### src/rtl/ddr_hr_wr_pkg.sv
package ddr_hr_wr_pkg;
  // memory-clock slots carried by one controller cycle
  localparam int SLOTS          = 2;
  // data beats (both DQS edges) in one slot
  localparam int BEATS_PER_SLOT = 2;
  localparam int BEATS_PER_CYC  = SLOTS * BEATS_PER_SLOT;
  // controller cycles of data per write burst
  localparam int BURST_CYC      = 2;

  typedef enum logic [1:0] {
    DQS_OFF  = 2'b00,
    DQS_LEAD = 2'b10,  // slot 0 quiet, slot 1 opens the preamble
    DQS_FULL = 2'b11
  } dqs_code_e;

  localparam logic [1:0] CS_IDLE = 2'b11;
  localparam logic [1:0] CS_LATE = 2'b01;  // select low in the second slot
endpackage

### src/rtl/ddr_hr_wr_accept.sv
module ddr_hr_wr_accept
  import ddr_hr_wr_pkg::*;
#(
  parameter  int ADDR_W = 13,
  parameter  int DQ_W   = 16,
  parameter  int DM_W   = 2,
  localparam int CYC_D  = BEATS_PER_CYC * DQ_W,
  localparam int CYC_M  = BEATS_PER_CYC * DM_W
) (
  input  logic                    clk,
  input  logic                    arst_n,
  input  logic                    run,
  input  logic                    cal_done,
  input  logic                    req_valid,
  output logic                    req_ready,
  input  logic [ADDR_W-1:0]       req_addr,
  input  logic [BURST_CYC*CYC_D-1:0] req_wdata,
  input  logic [BURST_CYC*CYC_M-1:0] req_mask,
  output logic [1:0]              cs_n,
  output logic [2*ADDR_W-1:0]     addr_o,
  output logic                    lane_v,
  output logic [CYC_D-1:0]        lane_d,
  output logic [CYC_M-1:0]        lane_m
);

  logic                pend_q, pend_d;
  logic [CYC_D-1:0]    hold_d_q;
  logic [CYC_M-1:0]    hold_m_q;
  logic                hold_en;
  logic [1:0]          cs_q, cs_d;
  logic [2*ADDR_W-1:0] addr_q, addr_d;
  logic                take;

  always_comb begin
    req_ready = run & cal_done & ~pend_q;
    take      = req_valid & req_ready;
    pend_d    = take;
    hold_en   = take;
    cs_d      = take ? CS_LATE : CS_IDLE;
    addr_d    = take ? {req_addr, req_addr} : addr_q;
    lane_v    = take | pend_q;
    lane_d    = take ? req_wdata[CYC_D-1:0] : hold_d_q;
    lane_m    = take ? req_mask[CYC_M-1:0]  : hold_m_q;
  end

  always_ff @(posedge clk or negedge arst_n) begin
    if (!arst_n) begin
      pend_q <= 1'b0;
      cs_q   <= CS_IDLE;
      addr_q <= '0;
    end else begin
      pend_q <= pend_d;
      cs_q   <= cs_d;
      addr_q <= addr_d;
    end
  end

  // second half of the burst, no reset needed: qualified by pend_q
  always_ff @(posedge clk) begin
    if (hold_en) begin
      hold_d_q <= req_wdata[BURST_CYC*CYC_D-1:CYC_D];
      hold_m_q <= req_mask[BURST_CYC*CYC_M-1:CYC_M];
    end
  end

  assign cs_n   = cs_q;
  assign addr_o = addr_q;

endmodule

### src/rtl/ddr_hr_wr_delay.sv
module ddr_hr_wr_delay #(
  parameter  int PAY_W = 72,
  parameter  int SEL_W = 4,
  localparam int TAPS  = 1 << SEL_W
) (
  input  logic             clk,
  input  logic             arst_n,
  input  logic             in_v,
  input  logic [PAY_W-1:0] in_pay,
  input  logic [SEL_W-1:0] sel,
  output logic             now_v,
  output logic [PAY_W-1:0] now_pay,
  output logic             ahead_v
);

  logic [TAPS-1:0] tap_v;
  logic [PAY_W-1:0] tap_pay [TAPS];

  assign tap_v[0]   = in_v;
  assign tap_pay[0] = in_pay;

  for (genvar g = 1; g < TAPS; g++) begin : g_stage
    logic             v_q;
    logic [PAY_W-1:0] p_q;

    always_ff @(posedge clk or negedge arst_n) begin
      if (!arst_n) v_q <= 1'b0;
      else         v_q <= tap_v[g-1];
    end

    // payload loads only with a valid beat pair
    always_ff @(posedge clk) begin
      if (tap_v[g-1]) p_q <= tap_pay[g-1];
    end

    assign tap_v[g]   = v_q;
    assign tap_pay[g] = p_q;
  end

  always_comb begin
    now_v   = tap_v[sel];
    now_pay = tap_pay[sel];
    ahead_v = (sel != '0) ? tap_v[sel - 1'b1] : 1'b0;
  end

endmodule

### src/rtl/ddr_hr_wr_strobe.sv
module ddr_hr_wr_strobe
  import ddr_hr_wr_pkg::*;
#(
  parameter  int DQ_W       = 16,
  parameter  int DM_W       = 2,
  parameter  bit POWER_SAVE = 1'b0,
  localparam int CYC_D      = BEATS_PER_CYC * DQ_W,
  localparam int CYC_M      = BEATS_PER_CYC * DM_W,
  localparam int SLOT_M     = BEATS_PER_SLOT * DM_W
) (
  input  logic             clk,
  input  logic             arst_n,
  input  logic             now_v,
  input  logic [CYC_D-1:0] now_d,
  input  logic [CYC_M-1:0] now_m,
  input  logic             ahead_v,
  output logic [1:0]       dqs_en,
  output logic [SLOTS-1:0] wdata_valid,
  output logic [CYC_D-1:0] wdata,
  output logic [CYC_M-1:0] dm
);

  logic [SLOTS-1:0] live;

  for (genvar j = 0; j < SLOTS; j++) begin : g_slot
    if (POWER_SAVE) begin : g_ps
      assign live[j] = ~&now_m[j*SLOT_M +: SLOT_M];
    end else begin : g_full
      assign live[j] = 1'b1;
    end
  end

  dqs_code_e        dqs_d;
  logic [SLOTS-1:0] vld_d;
  logic [CYC_D-1:0] wd_d;
  logic [CYC_M-1:0] dm_d;

  always_comb begin
    if (now_v)        dqs_d = DQS_FULL;
    else if (ahead_v) dqs_d = DQS_LEAD;
    else              dqs_d = DQS_OFF;
    vld_d = now_v ? live  : '0;
    wd_d  = now_v ? now_d : '0;
    dm_d  = now_v ? now_m : '0;
  end

  always_ff @(posedge clk or negedge arst_n) begin
    if (!arst_n) begin
      dqs_en      <= DQS_OFF;
      wdata_valid <= '0;
      wdata       <= '0;
      dm          <= '0;
    end else begin
      dqs_en      <= dqs_d;
      wdata_valid <= vld_d;
      wdata       <= wd_d;
      dm          <= dm_d;
    end
  end

endmodule

### src/rtl/ddr_hr_write_issue.sv
module ddr_hr_write_issue
  import ddr_hr_wr_pkg::*;
#(
  parameter  int ADDR_W     = 13,
  parameter  int DQ_W       = 16,
  parameter  int WLAT_W     = 4,
  parameter  bit POWER_SAVE = 1'b0,
  localparam int DM_W       = DQ_W / 8,
  localparam int CYC_D      = BEATS_PER_CYC * DQ_W,
  localparam int CYC_M      = BEATS_PER_CYC * DM_W
) (
  input  logic                       clk,
  input  logic                       rst_n,
  input  logic                       cal_done,
  input  logic [WLAT_W-1:0]          wlat,
  input  logic                       req_valid,
  output logic                       req_ready,
  input  logic [ADDR_W-1:0]          req_addr,
  input  logic [BURST_CYC*CYC_D-1:0] req_wdata,
  input  logic [BURST_CYC*CYC_M-1:0] req_mask,
  output logic [1:0]                 phy_cs_n,
  output logic [2*ADDR_W-1:0]        phy_addr,
  output logic [1:0]                 phy_dqs_en,
  output logic [SLOTS-1:0]           phy_wdata_valid,
  output logic [CYC_D-1:0]           phy_wdata,
  output logic [CYC_M-1:0]           phy_dm
);

  // reset: asserts at once, leaves after two clean edges
  logic [1:0] rs_q;
  logic       arst_i_n;

  always_ff @(posedge clk or negedge rst_n) begin
    if (!rst_n) rs_q <= 2'b00;
    else        rs_q <= {rs_q[0], 1'b1};
  end
  assign arst_i_n = rs_q[1];

  logic             lane_v, now_v, ahead_v;
  logic [CYC_D-1:0] lane_d;
  logic [CYC_M-1:0] lane_m;
  logic [CYC_M+CYC_D-1:0] now_pay;

  ddr_hr_wr_accept #(
    .ADDR_W(ADDR_W), .DQ_W(DQ_W), .DM_W(DM_W)
  ) u_accept (
    .clk       (clk),
    .arst_n    (arst_i_n),
    .run       (arst_i_n),
    .cal_done  (cal_done),
    .req_valid (req_valid),
    .req_ready (req_ready),
    .req_addr  (req_addr),
    .req_wdata (req_wdata),
    .req_mask  (req_mask),
    .cs_n      (phy_cs_n),
    .addr_o    (phy_addr),
    .lane_v    (lane_v),
    .lane_d    (lane_d),
    .lane_m    (lane_m)
  );

  ddr_hr_wr_delay #(
    .PAY_W(CYC_M + CYC_D), .SEL_W(WLAT_W)
  ) u_delay (
    .clk     (clk),
    .arst_n  (arst_i_n),
    .in_v    (lane_v),
    .in_pay  ({lane_m, lane_d}),
    .sel     (wlat),
    .now_v   (now_v),
    .now_pay (now_pay),
    .ahead_v (ahead_v)
  );

  ddr_hr_wr_strobe #(
    .DQ_W(DQ_W), .DM_W(DM_W), .POWER_SAVE(POWER_SAVE)
  ) u_strobe (
    .clk         (clk),
    .arst_n      (arst_i_n),
    .now_v       (now_v),
    .now_d       (now_pay[CYC_D-1:0]),
    .now_m       (now_pay[CYC_M+CYC_D-1:CYC_D]),
    .ahead_v     (ahead_v),
    .dqs_en      (phy_dqs_en),
    .wdata_valid (phy_wdata_valid),
    .wdata       (phy_wdata),
    .dm          (phy_dm)
  );

endmodule

### config.mk
export PLATFORM = sky130hd
export DESIGN_NAME = ddr_hr_write_issue
export DESIGN_NICKNAME = d
export VERILOG_FILES = /design/src/rtl/ddr_hr_wr_pkg.sv /design/src/rtl/ddr_hr_wr_accept.sv /design/src/rtl/ddr_hr_wr_delay.sv /design/src/rtl/ddr_hr_wr_strobe.sv /design/src/rtl/ddr_hr_write_issue.sv
export SDC_FILE = /design/constraint.sdc
export NUM_CORES = 1
export LEC_CHECK = 0
export ABC_AREA = 1
export BUFFER_PORTS_ARGS = -buffer_cell sky130_fd_sc_hd__buf_2
export CAP_MARGIN = 5
export CORE_MARGIN = 2
export CORE_UTILIZATION = 50
export DETAILED_ROUTE_END_ITERATION = 8
export PLACE_DENSITY = 0.63
export SKIP_LAST_GASP = 1
export SLEW_MARGIN = 20
export SYNTH_ARGS = -nofsm -noshare
export SYNTH_HDL_FRONTEND = slang
export SYNTH_SLANG_ARGS = --single-unit
### constraint.sdc
create_clock -name clk -period 3.8 [get_ports clk]
set_input_delay 0.19 -clock clk [delete_from_list [all_inputs] [get_ports clk]]
set_output_delay 0.19 -clock clk [all_outputs]
set_load 0.02 [all_outputs]
==> results_dict.tcl, run 1 <==
set metrics [dict create \
    p_total_w 0.0318 \
    worst_slack_ns 1.26 \
    critPathRequiredTime_ns 3.61 \
    io_buffers 268 \
    dp_slack_ns 1.16 \
    hold_path.class "in2reg" \
    diodes 0 \
    maxSlewViolCount 0 \
    setup_tns_ns 0 \
    p_per_area_nw_per_um2 536 \
    layout-drive-gt1-share_pct 12.9 \
    synth-edff-count 1152 \
    fillers 8109 \
    dieArea_um2 105000 \
    min_path_cells 7 \
    internal_power_w 0.0243 \
    ys.flop_type "edfxtp_1" \
    worstPathArrival_ns 2.35 \
    cts_resized 0 \
    r2r_slack_ns 1.28 \
    grt_usage_pct 25.1 \
    p_switching_w 0.00744 \
    pwr-share-seq_pct 51.7 \
    grt_pass1_vias 32000 \
    holdPathEnd "u_strobe.dm[1]" \
    die_h_um 323 \
    cts_made_buffers 131 \
    worstReg2RegEnd "u_strobe.wdata[7]" \
    grt_overflow_total 0 \
    switching_share_pct 23.4 \
    die_w_um 323 \
    register_area_um2 37300 \
    timing_hold_violations_final 0 \
    cts_buffer_depth 3 \
    drtIter0Drc 4013 \
    maxCapViolations 0 \
    syn_to_final_growth_pct 16.2 \
    ir_drop_mv 0.443 \
    final_util_pct 58.4 \
    grt_max_degree 178 \
    synth-seq-area-share_pct 73.0 \
    placement_rows 117 \
    synth.most_common_cell "nand2_1" \
    avgSynthCellArea_um2 12.0 \
    synthTopCellsByArea "edfxtp_1 (68%), nand2_1 (8.5%), nand3_1 (5.8%)" \
    drcViolationCount 0 \
    status "completed" \
    fin_crit_ns 2.54 \
    dp_hpwl_um 76200 \
    num_vias 33300 \
    crit_path_max_fanout 73 \
    clock.fmax_ghz 0.393 \
    ys_ff_latch 1258 \
    netlist_area_um2 51000 \
    gp_congestion 0.794 \
    clkPwrFrac_pct 40.1 \
    h-tree-depth 4 \
    skew_ns 0.0284 \
    clk_latency_ns 0.73 \
    cp-start-kind "flop" \
    period_share_pct 66.9 \
    syn_inst 4266 \
    ant_nets 0 \
    final_nets 4774 \
    yosysWarnings 0 \
    setup_viol 0 \
    wire_per_inst_um 21.6 \
    post-synth-top-area-fraction_pct 67.8 \
    max_slew_margin_pct 27.1 \
    rsz0062_at_grt "no" \
    share_comb_of_total_power_pct 8.2 \
    multi_input_area_um2 11500 \
    grt_pass1_wl_um 199000 \
    pin_count 270 \
    cp-end-kind "output pin" \
    ys_async_sr_fraction_pct 8.43 \
    cts-root-buf "clkbuf_16" \
    synth.distinct_cells 25 \
    initial_utilization_pct 50.3 \
    critPathKind "reg2out" \
    core_area_um2 101000 \
    path_clk_slew_ns 0.06 \
    rr_startpoint "rs_q[1]" \
    antenna_found_initial 3 \
    dr.pass1.iters 5 \
    synth_area_leader_cell "edfxtp_1" \
    ys_top_cells_by_count "nand2_1 (1153), edfxtp_1 (1152), nand3_1 (591)" \
    hold_start "wlat[2]" \
    worstRegToRegCells 9 \
    drt-total-wl_um 131000 \
    viasPerCell 5.47 \
    worstMarginPinSlew_ns 1.09 \
    leakagePower_nw 22.9 \
    clkSinkCount 1258 \
    tritoncts "yes" \
]
[final cells by class]
class	instances	area share, %
clock inverter	55	0.918
clock buffer	183	6.28
multi-input combinational	2493	19.5
timing repair buffer	489	6.03
inverter	234	1.51
sequential	1258	62.9
tap	1368	2.89
[state kept, by name, indices dropped and copies added (netlist names)]
register / flops
rs_q: 2
u_accept.addr_o: 13
u_accept.cs_n: 1
u_accept.hold_d_q: 64
u_accept.hold_m_q: 8
u_accept.pend_q: 1
u_delay.g_stage.p_q: 1080
u_delay.g_stage.v_q: 15
u_strobe.dm: 8
u_strobe.dqs_en: 2
u_strobe.wdata: 64
[cell families (layout without fill, tap and decap cells)]
logic type                 count (synthesis)  after routing  share of synthesized area, %
other                                      1              2                       0.00735
xor gates and xnor gates                   2              2                        0.0343
buffers and inverters                    516            961                          4.41
adders and majority gates                  2              2                        0.0490
and+or+nand+nor                         2042           2042                          17.2
AOI/OAI and AO/OA                        445            445                          5.26
DFF                                     1258           1258                          73.0
[worst max-delay path: stages (launching register included)]
cell and delay (ns):
dfrtp_4 0.48, nand2_1 0.11, nor2_4 0.09, buf_4 0.60, buf_2 0.30
[stage by stage]
stage / hold slack [ns] / cell area (um2) / cells
after global placement: -0.0167 / 53400 / 5681
after CTS: 0.00761 / 59300 / 6080
after floorplan: -0.106 / 51000 / 4267
final: 0.0412 / 59300 / 6080
after global routing: 0.0708 / 59300 / 6080
after detailed placement: -0.0160 / 53400 / 5681
[power by group through the flow]
stage               logic (W)  clock network (W)  registers (W)
floorplan             0.00126                  0         0.0169
global placement      0.00243                  0         0.0167
detailed placement    0.00245                  0         0.0167
CTS                   0.00259             0.0130         0.0164
global route          0.00286             0.0135         0.0165
finish                0.00260             0.0128         0.0164
[routing by layer]
layer	global-route usage, %	vias to the layer above	wire length [um]	part of all wire [%]
met2	35.6	1534	56100	43
li1	-	15600	-	-
met1	38.7	16000	60000	46
met5	0	-	27	0.021
met4	6.15	4	2280	1.7
met3	6.34	150	12900	9.8
[how the worst max path moves through the flow]
stage | from | end | slack (ns) | cells past startpoint
4_1_cts | rs_q[1] | req_ready | 1.24 | 4
5_1_grt | rs_q[1] | u_strobe.wdata[9] | 1.10 | 9
2_1_floorplan | rs_q[1] | u_accept.hold_d_q[0] | 0.23 | 4
6_report | rs_q[1] | req_ready | 1.26 | 4
3_5_place_dp | wlat[1] | u_strobe.wdata[33] | 1.16 | 8
3_3_place_gp | wlat[1] | u_strobe.wdata[28] | 1.21 | 8
[layout by cell type, fill, tap and decap left out, drive strengths merged]
master	instances
nand2	1153
edfxtp	1152
nand3	591
buf	328
inv	236
a21oi	224
clkbuf	183
dlygate4sd3	161
nor2	153
dfrtp	105
o21ai	75
o211ai	74
and2	72
or2	72
o2111ai	72
clkinv	41
bufinv	11
xor2	2
ha	2
conb	2
nand4	1
clkinvlp	1
dfstp	1
[timing repair]
action / CTS / global route
endpoints found under the hold margin: 160 / 0
setup endpoints to repair: 0 / 0
hold buffers: 161 / 0
buffers inserted: 0 / 0
(Power assumes the default switching activity.)
==> run 2, diff against run 1 <==
- PLACE_DENSITY: 0.63 -> 0.66
- clock period: 3.8 -> 2.1 ns (I/O delays scaled with it)
==> results_dict.tcl, run 2 (synthesized netlist as in run 1, its figures left out) <==
set metrics [dict create \
    h-tree-depth 4 \
    layout-drive-gt1-share_pct 13.7 \
    crit_family "buffers and inverters" \
    hold-worst-slack_ns 0.0886 \
    leakagePower_nw 23.1 \
    die_w_um 323 \
    maxSlewViolCount 0 \
    max_slew_margin_pct 32.0 \
    cp-start-kind "flop" \
    clk_latency_ns 0.72 \
    post_cts_buffers 0 \
    final_cell_mix "edfxtp_1 (1152), nand2_1 (1143), nand3_1 (591)" \
    period_share_pct 94.9 \
    dieArea_um2 105000 \
    fin_crit_ns 1.99 \
    layout_commonest_cell "edfxtp_1" \
    wl_met2_um 56200 \
    drt-total-wl_um 131000 \
    share_comb_of_total_power_pct 8.8 \
    grt_pass1_vias 32100 \
    path_clk_slew_ns 0.06 \
    placement_rows 117 \
    ant_nets 0 \
    hold_start "wlat[0]" \
    clock.fmax_ghz 0.502 \
    cts_resized 0 \
    antenna_found_initial 5 \
    grt_max_degree 119 \
    initial_utilization_pct 50.3 \
    hold_path.class "in2reg" \
    switching_share_pct 23.7 \
    p_switching_w 0.0134 \
    met3WireLength_um 13200 \
    fillers 7870 \
    timing_hold_violations_final 0 \
    final_nets 4823 \
    pwr-share-seq_pct 52.5 \
    dp_slack_ns 0.0521 \
    largest_reg_flops 1080 \
    cp-end-kind "output pin" \
    critPathRequiredTime_ns 2.00 \
    dr.pass1.iters 5 \
    die_h_um 323 \
    num_vias 33900 \
    rr_startpoint "rs_q[1]" \
    ir_drop_mv 0.815 \
    top_regs "u_delay.g_stage.p_q (1080), u_accept.hold_d_q (64), u_strobe.wdata (64)" \
    rsz0062_at_grt "no" \
    worst_slack_ns 0.107 \
    drtIter0Drc 4375 \
    viasPerCell 5.53 \
    path_cells "nand2_1 > nor2_4 > buf_12 > buf_2" \
    maxCapViolations 0 \
    cts_made_buffers 131 \
    drcViolationCount 0 \
    clkSinkCount 1258 \
    critPathKind "reg2out" \
    largest_register "u_delay.g_stage.p_q" \
    worstPathArrival_ns 1.89 \
    io_buffers 268 \
    crit_path_max_fanout 45 \
    internal_power_w 0.0431 \
    cts-root-buf "clkbuf_16" \
    max_stage_delay_ns 0.44 \
    dp_hpwl_um 80600 \
    setup_viol 0 \
    skew_ns 0.0226 \
    clkPwrFrac_pct 38.7 \
    critPathBufInv 2 \
    critPathSlowestCell "dfrtp_4" \
    worstMarginPinSlew_ns 1.02 \
    wl_met1_um 59600 \
    routed.top_layer "met4" \
    cts_buffer_depth 3 \
    tritoncts "yes" \
    gp_congestion 0.822 \
    p_per_area_nw_per_um2 945 \
    grt_overflow_total 0 \
    core_area_um2 101000 \
    syn_to_final_growth_pct 17.3 \
    startpoint "rs_q[1]" \
    hold_buffers 163 \
    pin_count 270 \
    wire_per_inst_um 21.4 \
    grt_pass1_wl_um 199000 \
    grt_usage_pct 25.1 \
    status "completed" \
]
[run 2: path summary, 6_finish.rpt]
kind / cells past startpoint / slack, ns / end
worst max-delay path: 4 / 0.11 / req_ready
min in group asynchronous: 3 / 0.29 / rs_q[0]
worst min-delay path: 6 / 0.09 / u_strobe.wdata[55]
worst min register to register: 1 / 0.35 / u_accept.addr_o[22]
worst max register to register: 9 / 0.19 / u_strobe.wdata[13]
max in group asynchronous: 2 / 0.25 / u_delay.g_stage[6].v_q
[run 2: metal layers]
metal  global-route usage (%)  up-vias
met1                     39.5    16400
met3                     5.95      154
li1                         -    15700
met2                     34.8     1647
met4                     6.25        0
met5                        0        -
[run 2: final cells by class]
cell class	instances	area, um2	area share, %
Timing Repair Buffer	538	4370	7.31
Sequential cell	1258	37300	62.3
Clock inverter	41	285	0.477
Tap cell	1368	1710	2.86
Antenna cell	3	7.51	0.0125
Clock buffer	192	3730	6.23
Inverter	234	896	1.50
Multi-Input combinational cell	2493	11600	19.3
[run 2: power groups by stage]
stage	Sequential [W]	Combinational (W)	Clock (W)
after floorplan	0.0305	0.00230	0
after global placement	0.0301	0.00466	0
after detailed placement	0.0302	0.00470	0
after CTS	0.0297	0.00496	0.0221
after global routing	0.0298	0.00544	0.0232
final	0.0297	0.00499	0.0219
[run 2: worst reg2reg max path, stage by stage, from the launching register on]
cell and delay, ns:
dfrtp_4 0.50, nand4_4 0.13, buf_4 0.41, nand2_1 0.13, nand3_1 0.13, nand2_1 0.07
nand2_1 0.10, nand2_1 0.18, nand2_1 0.11, nor2_1 0.04
[run 2: through the flow]
stage	instance area, um2	util (%)	setup TNS (ns)	power [W]	instances
floorplan	51100	-	-50.47	0.0328	4267
global placement	54200	53.4	0	0.0348	5728
detailed placement	54200	53.4	0	0.0349	5728
CTS	59800	59.0	0	0.0568	6124
global route	59800	59.0	0	0.0584	6126
finish	59800	59.0	0	0.0566	6127
